[config.mk]
export PLATFORM = sky130hd
export DESIGN_NAME = serpar_driver
export DESIGN_NICKNAME = d
export VERILOG_FILES = /design/src/rtl/serpar_pkg.sv /design/src/rtl/serpar_lane.sv /design/src/rtl/serpar_outstage.sv /design/src/rtl/serpar_driver.sv
export SDC_FILE = /design/constraint.sdc
export NUM_CORES = 1
export LEC_CHECK = 0
export CAP_MARGIN = 5
export CORE_UTILIZATION = 30
export DETAILED_ROUTE_END_ITERATION = 6
export GPL_TIMING_DRIVEN = 0
export PLACE_DENSITY = 0.53
export SKIP_CTS_REPAIR_TIMING = 1
export SLEW_MARGIN = 20
export SYNTH_ARGS = -nofsm -noshare
export SYNTH_HDL_FRONTEND = slang
export SYNTH_HIERARCHICAL = 1
export SYNTH_SLANG_ARGS = --single-unit
[constraint.sdc]
create_clock -name clk -period 1.6 [get_ports clk]
set_clock_uncertainty 0.2 [all_clocks]
set_input_delay 0.16 -clock clk [delete_from_list [all_inputs] [get_ports clk]]
set_output_delay 0.16 -clock clk [all_outputs]
set_load 0.01 [all_outputs]
[src/rtl/serpar_pkg.sv]
package serpar_pkg;
  localparam int unsigned DEF_LANES = 2;
  localparam int unsigned DEF_DEPTH = 32;

  typedef enum logic {
    SHIFT_DOWN = 1'b0,
    SHIFT_UP   = 1'b1
  } shift_dir_e;
endpackage

[src/rtl/serpar_lane.sv]
module serpar_lane
  import serpar_pkg::*;
#(
  parameter int unsigned DEPTH = DEF_DEPTH
) (
  input  logic             clk,
  input  logic             rst,
  input  shift_dir_e       dir,
  input  logic             lo_in,
  input  logic             hi_in,
  output logic [DEPTH-1:0] stg_q,
  output logic [DEPTH-1:0] stg_nxt
);

  always_comb begin
    if (dir == SHIFT_UP) stg_nxt = {stg_q[DEPTH-2:0], lo_in};
    else                 stg_nxt = {hi_in, stg_q[DEPTH-1:1]};
  end

  always_ff @(posedge clk) begin
    if (rst) stg_q <= '0;
    else     stg_q <= stg_nxt;
  end

  // upward move, entry at stage 0
  a_r2_up_shift: assert property (@(posedge clk) disable iff (rst)
    (dir == SHIFT_UP) |=> (stg_q[0] == $past(lo_in)) &&
                          (stg_q[DEPTH-1:1] == $past(stg_q[DEPTH-2:0])));

  // downward move, entry at last stage
  a_r3_down_shift: assert property (@(posedge clk) disable iff (rst)
    (dir == SHIFT_DOWN) |=> (stg_q[DEPTH-1] == $past(hi_in)) &&
                            (stg_q[DEPTH-2:0] == $past(stg_q[DEPTH-1:1])));

endmodule

[src/rtl/serpar_outstage.sv]
module serpar_outstage #(
  parameter int unsigned NCH = 64
) (
  input  logic           clk,
  input  logic           rst,
  input  logic           lat_en,
  input  logic           blank_n,
  input  logic [NCH-1:0] src,
  output logic [NCH-1:0] lat_q,
  output logic [NCH-1:0] chan_on
);

  always_ff @(posedge clk) begin
    if (rst)         lat_q <= '0;
    else if (lat_en) lat_q <= src;
  end

  always_comb begin
    if (!blank_n) chan_on = '1;
    else          chan_on = ~lat_q;
  end

  // latches hold while enable is low
  a_r8_hold: assert property (@(posedge clk) disable iff (rst)
    !lat_en |=> $stable(lat_q));

  // blank forces every channel on
  a_r9_blank_all_on: assert property (@(posedge clk) disable iff (rst)
    !blank_n |-> (&chan_on));

endmodule

[src/rtl/serpar_driver.sv]
module serpar_driver
  import serpar_pkg::*;
#(
  parameter int unsigned LANES = DEF_LANES,
  parameter int unsigned DEPTH = DEF_DEPTH
) (
  input  logic             clk,
  input  logic             rst,
  input  logic             dir_fwd,
  input  logic             lat_en,
  input  logic             blank_n,
  input  logic [LANES-1:0] a_in,
  output logic [LANES-1:0] a_out,
  output logic [LANES-1:0] a_oe,
  input  logic [LANES-1:0] b_in,
  output logic [LANES-1:0] b_out,
  output logic [LANES-1:0] b_oe,
  output logic [LANES*DEPTH-1:0] chan_on
);

  localparam int unsigned NCH = LANES * DEPTH;

  shift_dir_e     dir;
  logic [NCH-1:0] sr_q;
  logic [NCH-1:0] sr_nxt;
  logic [NCH-1:0] lat_q;

  assign dir = dir_fwd ? SHIFT_UP : SHIFT_DOWN;

  for (genvar g = 0; g < LANES; g++) begin : g_lane
    serpar_lane #(.DEPTH(DEPTH)) u_lane (
      .clk     (clk),
      .rst     (rst),
      .dir     (dir),
      .lo_in   (a_in[g]),
      .hi_in   (b_in[g]),
      .stg_q   (sr_q[g*DEPTH +: DEPTH]),
      .stg_nxt (sr_nxt[g*DEPTH +: DEPTH])
    );
    assign a_out[g] = sr_q[g*DEPTH];
    assign b_out[g] = sr_q[g*DEPTH + DEPTH - 1];
    assign a_oe[g]  = (dir == SHIFT_DOWN);
    assign b_oe[g]  = (dir == SHIFT_UP);
  end

  serpar_outstage #(.NCH(NCH)) u_out (
    .clk     (clk),
    .rst     (rst),
    .lat_en  (lat_en),
    .blank_n (blank_n),
    .src     (sr_nxt),
    .lat_q   (lat_q),
    .chan_on (chan_on)
  );

  // only one pin per lane drives
  a_r4_one_driver: assert property (@(posedge clk) disable iff (rst)
    ((a_oe & b_oe) == '0) && ((a_oe | b_oe) == '1));

  // latch equals shift path after a transparent edge
  a_r7_fall_through: assert property (@(posedge clk) disable iff (rst)
    lat_en |=> (lat_q == sr_q));

  // reset clears latches and stages
  a_r1_reset_clear: assert property (@(posedge clk)
    rst |=> (lat_q == '0) && (sr_q == '0));

endmodule

==> flow_metrics.tcl, run 1 <==
set metrics [dict create \
    peakVddDrop_v 0.000702 \
    min_to "g_lane[0].u_lane/stg_q[30]" \
    max_freq_ghz 0.687 \
    port_buffers 78 \
    syn2layout_area_growth_pct 33.5 \
    synth_top_family_by_area "multiplexers" \
    power_w 0.00712 \
    hold_depth 2 \
    synth.avg_cell_area_um2 11.0 \
    yosysTopAreaCellShare 0.480 \
    start_util 0.308 \
    r2r_slack_ns 0.49 \
    synthXorXnorAreaFrac 0 \
    finalWirelength_um 11200 \
    cts_buffers 17 \
    antenna_found_initial 0 \
    diodes 0 \
    setup-tns-final_ns 0 \
    synth_async_sr_flop_share 0 \
    grt_usage 0.130 \
    gp_congestion 0.694 \
    setup_viol 0 \
    cp-end-kind "output port" \
    drt_iter0_drc 145 \
    clock_latency_ns 0.41 \
    powerDensity_nw_per_um2 998 \
    antenna_left 0 \
    cts.reportedPaths.clkPinSlew_ns 0.05 \
    max_cap_viol_count 0 \
    clk_path_buf_depth 2 \
    dp_hpwl_um 7880 \
    layout-drive-gt1-share 0.209 \
    cts_num_sinks 128 \
    avgViaCountPerCell 4.24 \
    grt_pass1_wl_um 18100 \
    fp-row-count 48 \
    synth_commonest_cells "dfxtp_1, mux2i_1, nand2_1, nor2_1, nor2b_1" \
    dr.pass1.iters 4 \
    syn_area_um2 5340 \
    criticalPathCategory "in2out" \
    htreeDepth 4 \
    syn-num-nets 496 \
    hold_path.class "in2reg" \
    grt_pass1_vias 3484 \
    synth_compound_area_frac 0 \
    slew_viol_final 0 \
    ys_seq_area_frac 0.480 \
    final_cells 823 \
    max_slew_margin 0.645 \
    synth.distinct_cells 13 \
    fin_util 0.411 \
    min_period_ns 1.46 \
    cp_cell_sequence "dlymetal6s2s_1, buf_4, clkdlybuf4s50_1" \
    worstMarginPinSlew_ns 0.532 \
    rsz0062_at_grt "no" \
    fp.dieW_um 135 \
    wl_per_cell_um 13.6 \
    reg2reg_depth 3 \
    yosys.cell_count.top_type "dfxtp_1" \
    die_y_um 135 \
    r2r_end "u_out/lat_q[32]" \
    cp_top_family "buffers and inverters" \
    crit_fanout 5 \
    r2r_start "g_lane[1].u_lane/stg_q[1]" \
    overflow 0 \
    drc 0 \
    cp_data_arrival_time_ns 1.10 \
    grt_max_degree 17 \
    crit_path_start "dir_fwd" \
    place_inst 790 \
    core-area_um2 17400 \
    critPathBufInv 3 \
    min_from "rst" \
    syn_inst 487 \
    routed-via-count 3489 \
    yosys.area_share.adder 0 \
    worst_setup_path_start_kind "input port" \
    clock-root-buffer "clkbuf_16" \
    final_nets 594 \
    outcome "finished clean" \
    critPathSlowestCell "clkdlybuf4s50_1" \
    ios 81 \
    ys.flop_type "dfxtp_1" \
    synth_edf_count 0 \
    yosysTopAreaCell "dfxtp_1" \
    ys_top_cells_by_area "dfxtp_1, mux2_4, mux2i_1" \
    crit_required_ns 1.24 \
    cpPeakStageDelay_ns 0.54 \
    synth-simple-area-share 0.165 \
    period_share 0.910 \
    synthMuxAreaShare 0.297 \
    ys_ff_latch 128 \
    ys_warn_count 6 \
    cts_tree "yes" \
    die-area_um2 18300 \
    hold_viol_final 0 \
    whs_ns 0.0482 \
    leakage_nw 2.98 \
]
==> state kept, by name, summed over array words and instances (netlist names) <==
name,flops
g_lane.u_lane/stg_q,64
u_out/lat_q,64
==> worst max-delay path by stage <==
| stage | to | slack [ns] | depth (start not counted) |
|---|---|---|---|
| final | b_oe[1] | 0.14 | 3 |
| after CTS | b_oe[1] | -0.27 | 3 |
| after floorplan | u_out/lat_q[0] | 0.40 | 5 |
| after detailed placement | u_out/lat_q[45] | -0.64 | 4 |
| after global placement | u_out/lat_q[58] | -0.61 | 4 |
| after global routing | b_oe[1] | 0.12 | 3 |
==> worst register-to-register path: cells and delay by family, from the launching register on <==
| family | cells | cell delay [ns] |
|---|---|---|
| and+or+nand+nor | 1 | 0.05 |
| DFF | 1 | 0.31 |
| muxes | 2 | 0.43 |
==> where the power goes <==
part	switching (W)	internal [W]	leakage (nW)
Combinational	0.000210	0.000175	1.69
Clock	0.00136	0.00216	0.262
Sequential	0.00000869	0.00320	1.03
Total	0.00158	0.00554	2.98
==> per-layer routing <==
layer | track usage | vias up | share of wire
met5 | 0 | - | 0
met4 | 0.0506 | 0 | 0.012
met3 | 0.0412 | 9 | 0.031
met2 | 0.201 | 47 | 0.47
met1 | 0.168 | 1652 | 0.49
li1 | - | 1781 | -
==> metrics by stage <==
stage                     instance area [um^2]  setup slack, ns
after global placement                    6400           -0.614
after floorplan                           5340            0.396
after CTS                                 6940           -0.265
final                                     7130            0.144
after detailed placement                  6400           -0.645
after global routing                      7130            0.117
==> layout by cell type (no fill, tap or decap), types with 3 or more instances in the layout <==
| cell type | n |
|---|---|
| clkbuf_16 | 17 |
| clkinvlp_4 | 3 |
| buf_6 | 9 |
| dlymetal6s2s_1 | 70 |
| buf_8 | 6 |
| clkdlybuf4s50_1 | 8 |
| buf_2 | 13 |
| buf_4 | 3 |
| mux2i_1 | 64 |
| mux2_2 | 4 |
| dfxtp_1 | 128 |
| nor2_1 | 64 |
| clkbuf_1 | 9 |
| nand2_1 | 64 |
| nor2b_1 | 64 |
| mux2_4 | 60 |
| clkinv_2 | 6 |
==> cell families (layout without fill, tap and decap cells) <==
kind of cell | Yosys count | count (layout)
buffers and inverters | 39 | 150
flip-flops | 128 | 128
multiplexers | 128 | 128
AND/OR/NAND/NOR | 192 | 192
==> cell type report <==
cell class | count | area, um^2
multi-input cells | 320 | 2470
clock inverters | 11 | 91.3
repair buffers | 79 | 966
clock buffers | 21 | 450
flip-flops and latches | 128 | 2560
well taps | 225 | 282
fillers | 1684 | 10200
inverters | 1 | 3.75
plain buffers | 38 | 307
(Power assumes the default switching activity.)
==> inputs of run 2 (changes only) <==
--- a/config.mk
+++ b/config.mk
@@ -6,10 +6,12 @@
 export NUM_CORES = 1
 export LEC_CHECK = 0
 export CAP_MARGIN = 5
+export CELL_PAD_IN_SITES_DETAIL_PLACEMENT = 0
+export CELL_PAD_IN_SITES_GLOBAL_PLACEMENT = 1
 export CORE_UTILIZATION = 30
 export DETAILED_ROUTE_END_ITERATION = 6
 export GPL_TIMING_DRIVEN = 0
-export PLACE_DENSITY = 0.53
+export PLACE_DENSITY = 0.64
 export SKIP_CTS_REPAIR_TIMING = 1
 export SLEW_MARGIN = 20
 export SYNTH_ARGS = -nofsm -noshare
==> run 2 against run 1 <==
Core utilization up 0.094 points. Cell area is 0.23% higher. Largest power group unchanged. Non-clock buffer count did not move. Fmax fell by 0.15%. Cell count decreased by 0.36%. Sequential cell count is the same. Register-to-register slack barely moved. Via count decreased by 0.69%. Power up 0.90%. Combinational power is essentially flat. Die area unchanged.
==> flow_metrics.tcl, run 2 (synthesis results as in run 1) <==
set metrics [dict create \
    peakVddDrop_v 0.000717 \
    crit_fanout 5 \
    cp_data_arrival_time_ns 1.10 \
    worstMarginPinSlew_ns 0.523 \
    final_nets 594 \
    port_buffers 78 \
    grt_pass1_vias 3483 \
    cp_cell_sequence "dlymetal6s2s_1, buf_4, clkdlybuf4s50_1" \
    clock-root-buffer "clkbuf_16" \
    grt_max_degree 17 \
    overflow 0 \
    final_area_um2 7150 \
    final_cell_mix "dfxtp_1, dlymetal6s2s_1" \
    grt_util_met2 0.201 \
    use_met3 0.0307 \
    hold_viol_final 0 \
    worst_setup_path_start_kind "input port" \
    grt.met1_usage 0.168 \
    drc 0 \
    max_cap_viol_count 0 \
    syn2layout_area_growth_pct 33.8 \
    layout_commonest_cell "dfxtp_1" \
    finalWirelength_um 11100 \
    outcome "finished clean" \
    diodes 0 \
    clk_path_buf_depth 2 \
    dr.pass1.iters 4 \
    setup_slack_ns 0.142 \
    cpPeakStageDelay_ns 0.54 \
    ios 81 \
    critPathSlowestCell "clkdlybuf4s50_1" \
    antenna_found_initial 0 \
    top_regs "g_lane.u_lane/stg_q (64), u_out/lat_q (64)" \
    min_period_ns 1.46 \
    crit_required_ns 1.24 \
    placed_area_um2 6400 \
    grt_pass1_wl_um 18200 \
    powerDensity_nw_per_um2 1000 \
    antenna_left 0 \
    cts_tree "yes" \
    cp-end-kind "output port" \
    layout-drive-gt1-share 0.208 \
    leakage_nw 3.00 \
    rsz0062_at_grt "no" \
    gp_congestion 0.697 \
    place_ws_ns -0.644 \
    start_util 0.308 \
    hold_path.class "in2reg" \
    grt_usage 0.130 \
    htreeDepth 4 \
    clock_latency_ns 0.40 \
    final_cells 820 \
    max_slew_margin 0.651 \
    die_y_um 135 \
    wl_per_cell_um 13.5 \
    max_freq_ghz 0.686 \
    cts_buffers 17 \
    avgViaCountPerCell 4.23 \
    fin_util 0.412 \
    drt_iter0_drc 143 \
    place_inst 790 \
    period_share 0.911 \
    slew_viol_final 0 \
    die-area_um2 18300 \
    dp_hpwl_um 7870 \
    fp-row-count 48 \
    routed-via-count 3465 \
    core-area_um2 17400 \
    cts.reportedPaths.clkPinSlew_ns 0.05 \
    fp.dieW_um 135 \
    setup_viol 0 \
    cts_num_sinks 128 \
    criticalPathCategory "in2out" \
    top_usage_layer "met2" \
]
run 2: changes by cell type in the layout (fill, tap and decap cells not counted):
cell / change
clkbuf_4: +1
clkinv_2: -2
clkinvlp_4: -2
clkbuf_1: -2
clkbuf_8: +4
clkinv_4: -1
buf_2: -1
run 2: through the flow:
step / total power, W / setup TNS [ns] / hold WS [ns]
after floorplan: 0.00356 / 0 / 0.0316
after global placement: 0.00367 / -61.97 / 0.275
after detailed placement: 0.00368 / -63.43 / 0.283
after CTS: 0.00729 / -17.47 / -0.0726
after global routing: 0.00747 / 0 / 0.0920
final: 0.00718 / 0 / 0.0432
run 2: worst paths after layout:
| path | end | start | slack [ns] | cells after the start |
|---|---|---|---|---|
| max | b_oe[0] | dir_fwd | 0.14 | 3 |
| min | g_lane[0].u_lane/stg_q[30] | rst | 0.04 | 2 |
| max reg2reg | u_out/lat_q[62] | g_lane[1].u_lane/stg_q[31] | 0.49 | 3 |
| min reg2reg | u_out/lat_q[23] | u_out/lat_q[23] | 0.29 | 2 |
run 2: critical path: cells and delay by family:
| family | cells | cell delay [ns] |
|---|---|---|
| buffers and inverters | 3 | 0.94 |
run 2: per-layer routing:
layer / vias up / share of wire / routed length [um]
met4: 0 / 0.020 / 216
met2: 51 / 0.46 / 5140
met1: 1624 / 0.49 / 5400
met3: 15 / 0.029 / 316
met5: - / 0 / 0
li1: 1775 / - / -
run 2: final cells by class:
cell class	count	area [um^2]
buffer	38	309
clock buffer	23	498
clock inverter	6	57.6
fill	1679	10200
inverter	1	3.75
multi-input combinational	320	2470
sequential	128	2560
tap	225	282
timing repair buffer	79	966
run 2: power by group:
| part | switching (W) | total [W] | leakage, nW | internal (W) |
|---|---|---|---|---|
| logic | 0.000210 | 0.000385 | 1.69 | 0.000175 |
| registers | 0.00000897 | 0.00322 | 1.03 | 0.00321 |
| clock network | 0.00128 | 0.00358 | 0.277 | 0.00230 |
| total | 0.00150 | 0.00718 | 3.00 | 0.00568 |
